--- config.mk ---
export PLATFORM = sky130hd
export DESIGN_NAME = rx_stage_commit
export DESIGN_NICKNAME = d
export VERILOG_FILES = /design/src/rtl/rsc_pkg.sv /design/src/rtl/rsc_stage_buf.sv /design/src/rtl/rsc_burst_seq.sv /design/src/rtl/rx_stage_commit.sv
export SDC_FILE = /design/constraint.sdc
export NUM_CORES = 1
export LEC_CHECK = 0
export ABC_AREA = 1
export ABC_CLOCK_PERIOD_IN_PS = 3200
export BUFFER_PORTS_ARGS = -buffer_cell sky130_fd_sc_hd__clkbuf_2
export CAP_MARGIN = 10
export CORE_MARGIN = 5
export CORE_UTILIZATION = 50
export CTS_BUF_LIST = sky130_fd_sc_hd__clkbuf_16
export DETAILED_ROUTE_END_ITERATION = 12
export PLACE_DENSITY_LB_ADDON = 0.08
export SYNTH_ARGS = -nofsm -noshare
export SYNTH_HDL_FRONTEND = slang
export SYNTH_SLANG_ARGS = --single-unit
--- constraint.sdc ---
create_clock -name clk -period 3.2 [get_ports clk]
set_clock_uncertainty 0.2 [all_clocks]
set_input_delay 0.32 -clock clk [delete_from_list [all_inputs] [get_ports clk]]
set_output_delay 0.32 -clock clk [all_outputs]
set_load 0.005 [all_outputs]
--- src/rtl/rsc_pkg.sv ---
package rsc_pkg;

   typedef enum logic [1:0] {
      RSC_IDLE  = 2'd0,
      RSC_RECV  = 2'd1,
      RSC_BURST = 2'd2
   } rsc_state_e;

   function automatic int rsc_cnt_w(input int depth);
      return $clog2(depth + 1);
   endfunction

endpackage

--- src/rtl/rsc_stage_buf.sv ---
module rsc_stage_buf #(
   parameter int DATA_W      = 16,
   parameter int DEPTH       = 32,
   parameter bit CLEAR_STORE = 1'b0,
   localparam int CNT_W      = rsc_pkg::rsc_cnt_w(DEPTH)
) (
   input  logic              clk,
   input  logic              rst_n,
   input  logic              clr,
   input  logic              push,
   input  logic [DATA_W-1:0] push_data,
   input  logic [CNT_W-1:0]  rd_idx,
   output logic [DATA_W-1:0] rd_data,
   output logic [CNT_W-1:0]  count
);

   logic [CNT_W-1:0]        cnt_q;
   logic                    push_ok;
   logic [DEPTH*DATA_W-1:0] flat;

   // A push is accepted only while there is room; later words are dropped
   assign push_ok = push && (cnt_q < CNT_W'(DEPTH));

   always_ff @(posedge clk or negedge rst_n) begin
      if (!rst_n)       cnt_q <= '0;
      else if (clr)     cnt_q <= '0;
      else if (push_ok) cnt_q <= cnt_q + CNT_W'(1);
   end

   for (genvar e = 0; e < DEPTH; e++) begin : g_ent
      logic [DATA_W-1:0] ent_q;
      if (CLEAR_STORE) begin : g_rst
         always_ff @(posedge clk or negedge rst_n) begin
            if (!rst_n)                                 ent_q <= '0;
            else if (push_ok && cnt_q == CNT_W'(e))     ent_q <= push_data;
         end
      end else begin : g_plain
         always_ff @(posedge clk) begin
            if (push_ok && cnt_q == CNT_W'(e))          ent_q <= push_data;
         end
      end
      assign flat[e*DATA_W +: DATA_W] = ent_q;
   end

   assign rd_data = flat[rd_idx*DATA_W +: DATA_W];
   assign count   = cnt_q;

endmodule

--- src/rtl/rsc_burst_seq.sv ---
module rsc_burst_seq #(
   parameter int CNT_W = 6
) (
   input  logic             clk,
   input  logic             rst_n,
   input  logic             load,
   input  logic             run,
   input  logic [CNT_W-1:0] len,
   output logic [CNT_W-1:0] idx,
   output logic             last
);

   logic [CNT_W-1:0] idx_q;

   always_ff @(posedge clk or negedge rst_n) begin
      if (!rst_n)    idx_q <= '0;
      else if (load) idx_q <= '0;
      else if (run)  idx_q <= idx_q + CNT_W'(1);
   end

   assign idx  = idx_q;
   assign last = run && (idx_q == len - CNT_W'(1));

endmodule

--- src/rtl/rx_stage_commit.sv ---
module rx_stage_commit #(
   parameter int DATA_W      = 16,
   parameter int ADDR_W      = 11,
   parameter int DEPTH       = 32,
   parameter int BCAST_OFS   = 512,
   parameter bit CLEAR_STORE = 1'b0,
   localparam int CNT_W      = rsc_pkg::rsc_cnt_w(DEPTH)
) (
   input  logic              clk,
   input  logic              rst_n,
   input  logic              cfg_we,
   input  logic              cfg_stage,
   input  logic              cfg_split,
   input  logic              msg_start,
   input  logic [ADDR_W-1:0] msg_base,
   input  logic              msg_bcast,
   input  logic              word_valid,
   input  logic [DATA_W-1:0] word_data,
   input  logic              msg_done,
   input  logic              msg_err,
   output logic              mem_we,
   output logic [ADDR_W-1:0] mem_addr,
   output logic [DATA_W-1:0] mem_wdata,
   output logic              busy
);
   import rsc_pkg::*;

   localparam logic [ADDR_W-1:0] OFS = ADDR_W'(BCAST_OFS);

   if (DEPTH < 1) begin : g_bad_depth
      $error("rx_stage_commit: DEPTH must be at least 1");
   end
   if (ADDR_W < $clog2(DEPTH)) begin : g_bad_addr
      $error("rx_stage_commit: ADDR_W too narrow for DEPTH");
   end
   if (BCAST_OFS < 0 || BCAST_OFS >= (1 << ADDR_W)) begin : g_bad_ofs
      $error("rx_stage_commit: BCAST_OFS outside address space");
   end

   rsc_state_e        st_q;
   logic              stg_q, cfg_stage_q, cfg_split_q;
   logic [ADDR_W-1:0] base_q, off_q;
   logic              pend_q, pend_stg_q;
   logic [ADDR_W-1:0] pend_base_q;
   logic              we_q, bwe_q;
   logic [ADDR_W-1:0] addr_q;
   logic [DATA_W-1:0] wdata_q;

   logic [ADDR_W-1:0] live_base;
   logic              in_burst, rx, staged_rx;
   logic              launch_live, launch_pend, launch;
   logic              end_msg, good_end, word_ok, push, pt_wr, clr;
   logic [CNT_W-1:0]  stg_cnt, bidx;
   logic [DATA_W-1:0] rd_data;
   logic              burst_last;

   // Effective base: broadcast data moves up by a fixed offset when splitting
   assign live_base   = msg_base + ((cfg_split_q && msg_bcast) ? OFS : '0);
   assign in_burst    = (st_q == RSC_BURST);
   assign rx          = (st_q == RSC_RECV);
   assign staged_rx   = rx && stg_q;
   assign launch_live = msg_start && (!in_burst || burst_last);
   assign launch_pend = burst_last && pend_q && !msg_start;
   assign launch      = launch_live || launch_pend;
   assign end_msg     = rx && !msg_start && (msg_done || msg_err);
   assign good_end    = end_msg && stg_q && !msg_err && (stg_cnt != '0);
   assign word_ok     = rx && !msg_start && !msg_done && !msg_err && word_valid;
   assign push        = word_ok && stg_q;
   assign pt_wr       = word_ok && !stg_q;
   assign clr         = launch || (end_msg && !good_end) || burst_last;

   rsc_stage_buf #(
      .DATA_W      (DATA_W),
      .DEPTH       (DEPTH),
      .CLEAR_STORE (CLEAR_STORE)
   ) u_buf (
      .clk       (clk),
      .rst_n     (rst_n),
      .clr       (clr),
      .push      (push),
      .push_data (word_data),
      .rd_idx    (bidx),
      .rd_data   (rd_data),
      .count     (stg_cnt)
   );

   rsc_burst_seq #(.CNT_W(CNT_W)) u_seq (
      .clk   (clk),
      .rst_n (rst_n),
      .load  (good_end),
      .run   (in_burst),
      .len   (stg_cnt),
      .idx   (bidx),
      .last  (burst_last)
   );

   always_ff @(posedge clk or negedge rst_n) begin
      if (!rst_n) begin
         cfg_stage_q <= 1'b0;
         cfg_split_q <= 1'b0;
      end else if (cfg_we) begin
         cfg_stage_q <= cfg_stage;
         cfg_split_q <= cfg_split;
      end
   end

   always_ff @(posedge clk or negedge rst_n) begin
      if (!rst_n) begin
         st_q   <= RSC_IDLE;
         stg_q  <= 1'b0;
         base_q <= '0;
         off_q  <= '0;
      end else begin
         if (launch) begin
            st_q   <= RSC_RECV;
            stg_q  <= launch_live ? cfg_stage_q : pend_stg_q;
            base_q <= launch_live ? live_base : pend_base_q;
            off_q  <= '0;
         end else if (good_end) begin
            st_q <= RSC_BURST;
         end else if (end_msg || burst_last) begin
            st_q <= RSC_IDLE;
         end else if (pt_wr) begin
            off_q <= off_q + ADDR_W'(1);
         end
      end
   end

   // Start requests during a burst wait here until the burst ends
   always_ff @(posedge clk or negedge rst_n) begin
      if (!rst_n) begin
         pend_q      <= 1'b0;
         pend_stg_q  <= 1'b0;
         pend_base_q <= '0;
      end else if (launch) begin
         pend_q <= 1'b0;
      end else if (in_burst && msg_start) begin
         pend_q      <= 1'b1;
         pend_stg_q  <= cfg_stage_q;
         pend_base_q <= live_base;
      end
   end

   always_ff @(posedge clk or negedge rst_n) begin
      if (!rst_n) begin
         we_q    <= 1'b0;
         bwe_q   <= 1'b0;
         addr_q  <= '0;
         wdata_q <= '0;
      end else begin
         we_q    <= pt_wr || in_burst;
         bwe_q   <= in_burst;
         addr_q  <= in_burst ? base_q + ADDR_W'(bidx) : base_q + off_q;
         wdata_q <= in_burst ? rd_data : word_data;
      end
   end

   assign mem_we    = we_q;
   assign mem_addr  = addr_q;
   assign mem_wdata = wdata_q;
   assign busy      = in_burst || bwe_q;

endmodule

== Word level (Yosys, flattened, before mapping) ==
Index checks and enable logic that the tools add are counted.

* Output and inout bits: 29
* Register bits: 593
* Input bits: 37
* Logic and storage cells: 184

* Shifts and indexed selects: 1
* Bitwise logic cells: 1
* Eq/ne operators: 36
* Add/subtract/negate cells: 7
* Mux-type cells: 18
* Order comparisons: 1
* Reductions and logical operators: 73

{| class="wikitable"
|+ Operators with widths
! cell !! count
|-
| variable part select 512 x 11 -> 16 bit || 1
|-
| equality test 6 x 5 -> 1 bit (second input constant) || 16
|-
| 2-to-1 mux 11 bit || 6
|-
| logical AND 1 bit || 50
|-
| equality test 6 x 4 -> 1 bit (second input constant) || 8
|-
| equality test 6 x 3 -> 1 bit (second input constant) || 4
|-
| 2-to-1 mux 6 bit || 4
|-
| 2-to-1 mux 16 bit || 1
|-
| adder 6 x 1 -> 6 bit (second input constant) || 2
|-
| equality test 6 x 2 -> 1 bit (second input constant) || 2
|-
| adder 11 x 1 -> 11 bit (second input constant) || 1
|-
| adder 11 x 10 -> 11 bit || 1
|-
| adder 11 bit || 1
|-
| adder 11 x 6 -> 11 bit || 1
|-
| 2-to-1 mux 10 bit || 1
|-
| logical OR 1 bit || 8
|-
| nonzero test 2 bit || 4
|-
| equality test 6 x 1 -> 1 bit (second input constant) || 1
|-
| equality test 6 bit || 1
|-
| zero test 1 bit || 6
|-
| zero test 6 bit || 1
|-
| < comparator 6 bit (second input constant) || 1
|-
| 2-to-1 mux 2 bit || 3
|-
| nonzero test 6 bit || 1
|-
| other kinds (9) || 12
|}

== Depth between registers and ports, before layout ==
Gate-level depths: netlist of run 1.

* Depth in word-level cells: 11
* Depth in mapped cells: 15
* Mapped depth without buffers: 14

== By module ==
Synthesis of run 1 repeated with hierarchy kept, for this count alone.

* Cell total of the unflattened synthesis: 2,406
* Area, all modules: 25,517.0 um^2

{| class="wikitable"
|+ By module, submodules not included
! module !! sequential area each (um^2) !! times used !! area each (um^2) !! cells each
|-
| rsc_stage_buf || 15,524.9 || 1 || 21,326.7 || 1,838
|-
| rx_stage_commit || 1,726.7 || 1 || 3,669.8 || 490
|-
| rsc_burst_seq || 150.1 || 1 || 520.5 || 78
|}

== Worst setup path before layout of run 1 ==
Ideal clock, no wire load.

* Kind: input-to-reg
* From: input msg_start
* To: register u_buf.g_ent[17].ent_q[0] (enable)
* Arrival: 2.496 ns
* Buffers on the path: 2
* Required time: 2.591 ns
* Cell stages on the path: 9
* Path slack: 0.095 ns
* Setup time: 0.409 ns
* Cells stage by stage: buf_2 > inv_2 > nand3_1 > nor2_1 > nand4_1 > inv_1 > nand2_2 > buf_2 > nor3_1

* Longest elaborated chain between the ends: 8

{| class="wikitable"
|+ RTL lines
! element !! RTL line !! text
|-
| start, declared || rx_stage_commit.sv:14 || <nowiki>input logic msg_start,</nowiki>
|-
| zero test 1 bit || rx_stage_commit.sv:67 || <nowiki>assign word_ok = rx && !msg_start && !msg_done && !msg_err && word_valid;</nowiki>
|-
| logical AND 1 bit (4 in series) || rx_stage_commit.sv:67 ||
|-
| logical AND 1 bit || rx_stage_commit.sv:68 || <nowiki>assign push = word_ok && stg_q;</nowiki>
|-
| logical AND 1 bit || rsc_stage_buf.sv:22 || <nowiki>assign push_ok = push && (cnt_q < CNT_W'(DEPTH));</nowiki>
|-
| logical AND 1 bit || rsc_stage_buf.sv:39 || <nowiki>if (push_ok && cnt_q == CNT_W'(e)) ent_q <= push_data;</nowiki>
|-
| end signal, assigned || rsc_stage_buf.sv:39 ||
|-
| end, declared || rsc_stage_buf.sv:31 || <nowiki>logic [DATA_W-1:0] ent_q;</nowiki>
|}

Every way passes these cells.
A chain may end at the register's enable or synchronous reset.

== Final worst setup path of run 1 ==
* From: register u_buf.cnt_q[0] (netlist: u_buf.count[0])
* To: register pend_base_q[7]

* Longest elaborated chain between the ends: 8
* Elaborated cells between the ends (all ways): 10
* Those cells by class: add/sub (1); eq/ne (1); bitwise (1); reduce/logical (7)

{| class="wikitable"
|+ RTL lines
! element !! RTL line !! text
|-
| start, declared || rsc_stage_buf.sv:17 || <nowiki>logic [CNT_W-1:0] cnt_q;</nowiki>
|-
| start signal, assigned || rsc_stage_buf.sv:27 || <nowiki>else if (push_ok) cnt_q <= cnt_q + CNT_W'(1);</nowiki>
|-
| subtractor 6 x 1 -> 6 bit (*) || rsc_burst_seq.sv:22 || <nowiki>assign last = run && (idx_q == len - CNT_W'(1));</nowiki>
|-
| equality test 6 bit (*) || rsc_burst_seq.sv:22 ||
|-
| logical AND 1 bit (*) || rsc_burst_seq.sv:22 ||
|-
| logical OR 1 bit / logical AND 1 bit (equally long branches) || rx_stage_commit.sv:62, rx_stage_commit.sv:63 ||
|-
| logical AND 1 bit (on tied branches) || rx_stage_commit.sv:62, rx_stage_commit.sv:63 ||
|-
| logical OR 1 bit (*) || rx_stage_commit.sv:64 || <nowiki>assign launch = launch_live || launch_pend;</nowiki>
|-
| inverter 1 bit (no source line) (*) || -- ||
|-
| AND reduction 2 bit (no source line) (*) || -- ||
|-
| end signal, assigned || rx_stage_commit.sv:140 || <nowiki>pend_base_q <= live_base;</nowiki>
|-
| end, declared || rx_stage_commit.sv:44 || <nowiki>logic [ADDR_W-1:0] pend_base_q;</nowiki>
|}

Every way passes the cells marked *; elsewhere a longest branch is shown, timed or not.

==> flow_metrics.tcl, run 1 <==
set metrics [dict create \
    outcome "completed" \
    cts_tree "built" \
    synth_edf_count 512 \
    grt-ovfl-total 0 \
    r2r_cells 14 \
    p_comb_share_pct 6.0 \
    drt_iter0_markers 1671 \
    tns_ns 0 \
    dpl.hpwl_um 38940 \
    synth_top_area_share_pct 62.64 \
    numCtsBuffers 61 \
    synthTopCellsByCount "512 x edfxtp_1, 313 x nor2_1, 277 x nand2_1" \
    design_area_um2 28240 \
    clock_path_buffers 3 \
    hold_path_class "input pin to register" \
    route.vias.total 16450 \
    clock.fmax_ghz 0.3406 \
    arrival_ns 3.22 \
    fin_nets 2241 \
    clkLatencyLatePin_ns 0.62 \
    drc_errors 0 \
    gp_congestion 0.8898 \
    yosysMostFrequentCell "edfxtp_1" \
    required_ns 3.49 \
    antenna_found_initial 2 \
    switchingPower_uw 3640 \
    h-tree-depth 2 \
    p_clk_share_pct 41.7 \
    p_int_uw 12640 \
    firstDrtPassIters 5 \
    coreArea_um2 48750 \
    cts_sinks 593 \
    synth.top_cells.by_area "edfxtp_1 63%, dfrtp_1 8.3%, o21ai_0 5.3%, nor2_1 4.8%, nand2_1 4.2%" \
    placementRows 81 \
    grt_max_degree 93 \
    postPlaceCellArea_um2 26000 \
    grt_usage_pct 24.51 \
    finalWirelength_um 66360 \
    hold_slack_ns 0.03160 \
    peakVddDrop_mv 0.5164 \
    grt_pass1_wl_um 99530 \
    drt-wirelength-per-cell_um 22.88 \
    drive_gt1_share_pct 13.10 \
    power_density_nw_per_um2 576.5 \
    avgSynthCellArea_um2 11.82 \
    grt_pass1_vias 15960 \
    synthesis.nets 2131 \
    slew_headroom_pct 32.32 \
    ys_types 40 \
    tightest_slew_ns 1.015 \
    post-route-period-util_pct 91.74 \
    rsz0062_at_grt "false" \
    portBuffers 65 \
    syn_area_um2 24540 \
    fp.dieW_um 231.6 \
    synth-seq-cells 593 \
    path_clk_slew_ns 0.06 \
    root_buffer "clkbuf_16" \
    ant_nets 0 \
    worstPathMaxFanout 16 \
    start_util_pct 50.35 \
    final_util_pct 57.94 \
    leakagePower_uw 0.01022 \
    seqPwrFrac_pct 52.3 \
    dieArea_um2 53620 \
    end_kind "register" \
    yosysWarningCount 0 \
    io_pins 66 \
    syn_to_final_growth_pct 15.07 \
    synth_seq_area_share_pct 70.90 \
    fin_crit_ns 2.936 \
    avgViaCountPerCell 5.674 \
    maxCapViolCount 0 \
    synth_flop_cell "edfxtp_1" \
    synth.largest_area_cell "edfxtp_1" \
    netlist_instances 2076 \
    finalSetupViolCount 0 \
    cp-start-kind "register" \
    hold_viol_final 0 \
    async_flop_share_pct 13.66 \
    worstHoldPathCells 4 \
    dieHeight_um 231.6 \
    drv_slew 0 \
    antennaDiodeCount 0 \
    p_sw_share_pct 22.36 \
    worstSetupPathType "register to register" \
]
power by group through the flow:
stage	Sequential [uW]	Clock [uW]	Combinational, uW
2_1_floorplan	8660	0	500
3_3_place_gp	8690	0	934
3_5_place_dp	8690	0	945
4_1_cts	8530	6920	970
5_1_grt	8520	7250	1070
6_report	8520	6780	977
sequential cells by signal, summed over array words and instances (netlist names), 6 cells and up:
name	flops
base_q	11
mem_addr	11
mem_wdata	16
off_q	11
pend_base_q	11
u_buf.count	6
u_buf.g_ent.ent_q	512
u_seq.idx	6
per-layer routing:
metal  track usage (%)  part of all wire (%)  wire length [um]
met1             33.06                    41             27470
met3             3.663                   5.7              3803
met5                 0                     0                 0
met2             41.12                    49             32850
met4             8.549                   3.4              2243
worst max-delay path, stage by stage (launching register included):
cell           delay, ns
dfrtp_1             0.42
inv_1               0.17
ha_2                0.27
inv_2               0.12
nand2_1             0.08
nand2_1             0.06
xor2_1              0.14
nor2_1              0.13
nand2_2             0.11
nand2_4             0.20
nor2_4              0.07
buf_12              0.14
nand2_1             0.06
dlygate4sd3_1       0.55
o21ai_0             0.07
per-stage QoR:
step                setup WS, ns  std cells  power, uW
floorplan                0.09476       2076       9165
global placement          0.4927       2754       9620
global route             0.05122       2900      16850
CTS                       0.1337       2897      16410
detailed placement        0.4816       2754       9630
finish                    0.2643       2900      16280
repair_timing:
| action | 4_1_cts | 5_1_grt |
|---|---|---|
| endpoints found under the hold margin | 81 | 0 |
| buffers inserted | 0 | 2 |
| setup endpoints to repair | 0 | 10 |
| hold buffers | 30 | 0 |
| resized for setup | 0 | 2 |
final timing paths:
kind                                       end  slack (ns)            from
max in group asynchronous        mem_wdata[14]        2.09           rst_n
worst min register to register      pend_stg_q        0.29     cfg_stage_q
worst max-delay path            pend_base_q[7]        0.26  u_buf.count[0]
min in group asynchronous            base_q[7]        0.11           rst_n
worst min-delay path                   st_q[0]        0.03         msg_err
worst max register to register  pend_base_q[7]        0.26  u_buf.count[0]
logic make-up after synthesis:
group	count (synthesis)	share of synthesized area, %
DFF	593	70.90
adders and majority gates	18	0.9481
AOI/OAI and AO/OA	421	9.680
buffers and inverters	219	3.788
xor gates and xnor gates	23	0.8207
and+or+nand+nor	801	13.82
muxes	1	0.04588
placed cells by master, fill, tap and decap left out, types with 22 or more instances in the layout:
cell type,n
a21oi_1,30
nor2_1,311
inv_1,93
clkbuf_16,62
edfxtp_1,512
nand2_1,277
clkinv_1,25
dfrtp_1,78
buf_4,62
dlygate4sd3_1,30
o22ai_1,56
nor3_2,29
nand4_1,22
nand3_1,122
o211ai_1,65
clkbuf_2,64
o21ai_0,258
final cells by class:
type | count | area, um2
clock inverters | 51 | 351.6
clock buffers | 62 | 1551
flip-flops and latches | 593 | 17410
multi-input cells | 1265 | 6372
inverters | 95 | 369.1
repair buffers | 170 | 1358
well taps | 664 | 830.8
fillers | 3996 | 20500
Note: power is estimated with default switching activity, not from simulation.
==> run 2: changes to the inputs <==
--- a/config.mk
+++ b/config.mk
@@ -10,7 +10,7 @@
 export BUFFER_PORTS_ARGS = -buffer_cell sky130_fd_sc_hd__clkbuf_2
 export CAP_MARGIN = 10
 export CORE_MARGIN = 5
-export CORE_UTILIZATION = 50
+export CORE_UTILIZATION = 55
 export CTS_BUF_LIST = sky130_fd_sc_hd__clkbuf_16
 export DETAILED_ROUTE_END_ITERATION = 12
 export PLACE_DENSITY_LB_ADDON = 0.08
==> constraint.sdc (replaced) <==
create_clock -name clk -period 3.2 [get_ports clk]
set_clock_uncertainty 0.2 [all_clocks]
set_input_delay 0 -clock clk [delete_from_list [all_inputs] [get_ports clk]]
set_output_delay 0 -clock clk [all_outputs]
set_load 0.005 [all_outputs]
==> run 2 against run 1 <==
Net effect:
- sequential cell count did not move
- clock-buffer cell count rose by 5
- critical endpoint is now pend_base_q[2]
- worst setup slack got worse by 0.059 ns
- routed wire length fell by 1.8%
- clock power rose by 4.1%
- power rose by 1.8%
- fmax fell by 2.0%
- core utilization rose by 6.5 points
==> flow_metrics.tcl, run 2 (synthesis gave the netlist of run 1 again) <==
set metrics [dict create \
    critical_path.max_stage_delay_ns 0.56 \
    outcome "completed" \
    clkLatencyLatePin_ns 0.63 \
    finalSetupViolCount 0 \
    coreArea_um2 44220 \
    worstSetupPathType "register to register" \
    critical_path.slowest_cell "dlygate4sd3_1" \
    fp.dieW_um 221.3 \
    tightest_slew_ns 0.8835 \
    route.vias.total 16700 \
    layout_commonest_cell "edfxtp_1" \
    start_util_pct 55.50 \
    drc_errors 0 \
    grt_pass1_wl_um 98930 \
    drt_iter0_markers 1713 \
    arrival_ns 3.27 \
    wl_met1_um 26650 \
    drive_gt1_share_pct 13.34 \
    grt_usage_pct 26.18 \
    avgViaCountPerCell 5.848 \
    dieArea_um2 48950 \
    numCtsBuffers 60 \
    hold_viol_final 0 \
    peakVddDrop_mv 0.5585 \
    end_kind "register" \
    dpl.hpwl_um 36420 \
    clock.fmax_ghz 0.3339 \
    leakagePower_uw 0.01034 \
    portBuffers 65 \
    root_buffer "clkbuf_16" \
    gp_congestion 0.9095 \
    largest_reg_flops 512 \
    cp-start-kind "register" \
    worstPathMaxFanout 17 \
    cts_tree "built" \
    io_pins 66 \
    crit_family "buffers and inverters" \
    pre_cts_slack_ns 0.4280 \
    top_layer "met4" \
    grt_pass1_vias 16190 \
    drv_slew 0 \
    nFillCells 3215 \
    syn_to_final_growth_pct 16.16 \
    rsz0062_at_grt "false" \
    slew_headroom_pct 41.10 \
    cts_setup_buffers 0 \
    met3_length_um 4028 \
    top_register "u_buf.g_ent.ent_q" \
    met2_length_um 32280 \
    fin_crit_ns 2.995 \
    cts_sinks 593 \
    path_clk_slew_ns 0.06 \
    fin_nets 2267 \
    finalWirelength_um 65200 \
    required_ns 3.48 \
    path_cells "inv_1, ha_2, inv_4, nand2_1, nand2_1, xor2_1, nor2_1, nand2_2, nand2_4, nor2_4, nand2_1, dlygate4sd3_1, o21ai_0" \
    post-route-period-util_pct 93.60 \
    tns_ns 0 \
    cp.buffers_inverters 3 \
    clock_path_buffers 3 \
    maxCapViolCount 0 \
    dieHeight_um 221.3 \
    setup_ws_ns 0.2050 \
    grt_max_degree 104 \
    antenna_found_initial 0 \
    drt-wirelength-per-cell_um 22.83 \
    antennaDiodeCount 0 \
    placementRows 77 \
    final_cell_mix "512 x edfxtp_1, 311 x nor2_1, 277 x nand2_1" \
    grt-ovfl-total 0 \
    ant_nets 0 \
    hold_path_class "input pin to register" \
    h-tree-depth 2 \
    crit_path_frequent_cell "nand2_1" \
    power_density_nw_per_um2 581.2 \
    firstDrtPassIters 6 \
]
==> run 2: layer usage <==
metal	track usage, %	vias up
met5	0	-
met1	35.68	8305
li1	-	7679
met3	3.446	124
met4	8.844	0
met2	44.09	594
==> run 2: path summary, 6_finish.rpt <==
| kind | end | slack (ns) | start | cells after the start |
|---|---|---|---|---|
| min in group asynchronous | base_q[7] | 0.30 | rst_n | 4 |
| worst min register to register | base_q[9] | 0.31 | base_q[9] | 2 |
| worst max register to register | pend_base_q[2] | 0.20 | u_buf.count[0] | 13 |
| max in group asynchronous | mem_wdata[14] | 2.20 | rst_n | 4 |
| worst max-delay path | pend_base_q[2] | 0.20 | u_buf.count[0] | 13 |
| worst min-delay path | mem_wdata[6] | 0.02 | word_data[6] | 3 |
==> run 2: worst min-delay path: cells and delay by family <==
family	cells	cell delay, ns
buffers and inverters	1	0.47
and+or+nand+nor	2	0.28
==> run 2: final cells by class <==
type / instances / area (um2) / share of cell area [%]
inverter: 95 / 369.1 / 1.295
clock buffer: 67 / 1677 / 5.881
tap: 592 / 740.7 / 2.598
timing repair buffer: 196 / 1574 / 5.521
clock inverter: 47 / 356.6 / 1.251
sequential: 593 / 17410 / 61.07
multi-input combinational: 1266 / 6384 / 22.39
==> run 2: per-stage QoR <==
| step | std cells | cell area [um2] | hold slack (ns) | power (uW) | utilization (%) |
|---|---|---|---|---|---|
| finish | 2856 | 28510 | 0.01519 | 16570 | 64.47 |
| detailed placement | 2677 | 25810 | -0.1402 | 9598 | 58.36 |
| floorplan | 2076 | 24540 | -0.4956 | 9165 | - |
| global route | 2856 | 28510 | 0.03696 | 17120 | 64.47 |
| global placement | 2677 | 25810 | -0.1451 | 9580 | 58.36 |
| CTS | 2854 | 28490 | 0.003312 | 16640 | 64.42 |
==> run 2: report_power, final <==
part           internal (uW)  switching, uW
clock network           4090           2960
logic                    298            691
registers               8480           46.7
==> run 2: repair_timing <==
action | 4_1_cts | 5_1_grt
hold buffers | 63 | 0
endpoints found under the hold margin | 469 | 0
endpoints found under the setup margin | 0 | 10
gates resized for setup | 0 | 3
==> run 3: changes to the inputs <==
--- a/config.mk
+++ b/config.mk
@@ -9,6 +9,7 @@
 export ABC_CLOCK_PERIOD_IN_PS = 3200
 export BUFFER_PORTS_ARGS = -buffer_cell sky130_fd_sc_hd__clkbuf_2
 export CAP_MARGIN = 10
+export CORE_ASPECT_RATIO = 1.4
 export CORE_MARGIN = 5
 export CORE_UTILIZATION = 55
 export CTS_BUF_LIST = sky130_fd_sc_hd__clkbuf_16
==> run 3 against run 2 <==
Net effect:
- largest cell class unchanged
- critical endpoint is now u_buf.g_ent[20].ent_q[7]
- global-route usage increased by 0.23 points
- worst setup slack lost 0.11 ns
- combinational power is 0.5% lower
- sequential cell count is the same
- critical path depth down 4
- worst hold slack improved by 0.0055 ns
- final area is 1.5% lower
- routed wire length is 0.38% lower
- core utilization fell by 0.91 points
- sequential power about the same
- final cell count fell by 1.8%
- highest routed layer is now met5
==> flow_metrics.tcl, run 3 (synthesis gave the netlist of run 1 again) <==
set metrics [dict create \
    worstSetupPathType "register to register" \
    antennaDiodeCount 0 \
    clock_path_buffers 3 \
    start_util_pct 55.56 \
    hold_path_class "input pin to register" \
    dieArea_um2 49010 \
    dp_cells 2647 \
    io_pins 66 \
    arrival_ns 3.18 \
    coreArea_um2 44180 \
    clkLatencyLatePin_ns 0.60 \
    numCtsBuffers 54 \
    r2r-end "u_buf.g_ent[20].ent_q[7]" \
    fp.dieW_um 188.5 \
    r2r_cells 9 \
    reg2reg_slack_ns 0.09 \
    setup_ws_ns 0.09239 \
    h-tree-depth 2 \
    drive_gt1_share_pct 12.64 \
    crit_path_frequent_cell "inv_1" \
    dpl.hpwl_um 38530 \
    placementRows 91 \
    drt_iter0_markers 1572 \
    r2r-start "st_q[1]" \
    syn_to_final_growth_pct 14.41 \
    grt_pass1_vias 16390 \
    tightest_slew_ns 0.9805 \
    fin_nets 2259 \
    drc_errors 0 \
    post-route-period-util_pct 97.11 \
    min_from "word_data[9]" \
    critical_path.slowest_cell "dlygate4sd3_1" \
    tns_ns 0 \
    pre_cts_slack_ns 0.4720 \
    drt-wirelength-per-cell_um 23.16 \
    slew_headroom_pct 34.64 \
    peakVddDrop_mv 0.4627 \
    finalWirelength_um 64950 \
    largest_reg_flops 512 \
    root_buffer "clkbuf_16" \
    firstDrtPassIters 5 \
    hold_viol_final 0 \
    outcome "completed" \
    grt-ovfl-total 0 \
    route.vias.total 16490 \
    worstHoldPathCells 3 \
    rsz0062_at_grt "true" \
    ant_nets 0 \
    portBuffers 65 \
    final_cell_mix "512 x edfxtp_1, 311 x nor2_1, 277 x nand2_1" \
    hold_path_end "mem_wdata[9]" \
    required_ns 3.27 \
    cp-start-kind "register" \
    crit_family "buffers and inverters" \
    end_kind "register" \
    clock.fmax_ghz 0.3218 \
    postPlaceCellArea_um2 25830 \
    avgViaCountPerCell 5.879 \
    grt_usage_pct 26.41 \
    leakagePower_uw 0.01020 \
    critical_path.max_stage_delay_ns 0.64 \
    fin_cells 2805 \
    maxCapViolCount 0 \
    path_clk_slew_ns 0.06 \
    gp_congestion 0.8798 \
    antenna_found_initial 1 \
    hold_slack_ns 0.02074 \
    worstPathMaxFanout 16 \
    grt_max_degree 91 \
    path_cells "inv_1, nand3_1, nor2_1, nand4_1, dlygate4sd3_1, inv_1, nand2_2, nor3_2, buf_4" \
    dieHeight_um 260.0 \
    top_register "u_buf.g_ent.ent_q" \
    design_area_um2 28080 \
    drv_slew 0 \
    grt_pass1_wl_um 98590 \
    cp.buffers_inverters 4 \
    cts_setup_buffers 0 \
    fin_crit_ns 3.108 \
    layout_commonest_cell "edfxtp_1" \
    finalSetupViolCount 0 \
    power_density_nw_per_um2 553.1 \
    cts_tree "built" \
    cts_sinks 593 \
]
-- run 3: cell types whose count changed in the layout (fill, tap and decap cells not counted), sizes merged --
cell         delta
bufinv          -3
clkbuf         -11
dlygate4sd3     -5
nor2            -1
clkinv          -3
buf             +4
inv             +5
clkinvlp        -3
-- run 3: power by group --
| part | total (uW) | switching, uW | internal (uW) |
|---|---|---|---|
| registers | 8520 | 48.7 | 8470 |
| clock network | 6020 | 2780 | 3240 |
| logic | 984 | 683 | 301 |
-- run 3: layout make-up --
cell class	count	area [um2]
Sequential cell	593	17410
Timing Repair Buffer	195	1592
Tap cell	558	698.2
Multi-Input combinational cell	1265	6372
Clock inverter	43	239.0
Clock buffer	56	1401
Fill cell	3418	16100
Inverter	95	369.1
-- run 3: worst reg2reg max path, cell delays in order (launching register included) --
cell	delay, ns
dfrtp_1	0.36
inv_1	0.08
nand3_1	0.09
nor2_1	0.14
nand4_1	0.09
dlygate4sd3_1	0.64
inv_1	0.17
nand2_2	0.29
nor3_2	0.37
buf_4	0.33
-- run 3: what timing repair did --
action / 4_1_cts / 5_1_grt
gates resized for setup: 0 / 2
endpoints found under the setup margin: 0 / 16
hold endpoints to repair: 267 / 0
hold buffers: 58 / 0
-- run 3: through the flow --
step | utilization (%) | total power [uW]
after floorplan | - | 9165
after global placement | 58.47 | 9595
after detailed placement | 58.47 | 9612
after CTS | 63.54 | 15620
after global routing | 63.57 | 16050
final | 63.57 | 15530
-- run 3: how the worst max path moves through the flow --
stage	startpoint	to	slack (ns)	cells past startpoint
2_1_floorplan	st_q[1]	u_buf.g_ent[17].ent_q[0]	0.25	8
3_3_place_gp	u_seq.idx[0]	stg_q	0.49	12
3_5_place_dp	u_buf.count[0]	stg_q	0.47	13
4_1_cts	st_q[1]	u_buf.g_ent[4].ent_q[1]	0.08	9
5_1_grt	st_q[1]	u_buf.g_ent[4].ent_q[1]	-0.003	9
6_report	st_q[1]	u_buf.g_ent[20].ent_q[7]	0.09	9
-- run 3: per-layer routing --
layer / up-vias / track usage, % / routed length (um)
met2: 575 / 43.34 / 31360
met5: - / 0 / 7
met3: 148 / 3.545 / 3934
met4: 2 / 13.63 / 3908
met1: 8115 / 34.82 / 25740
li1: 7651 / - / -
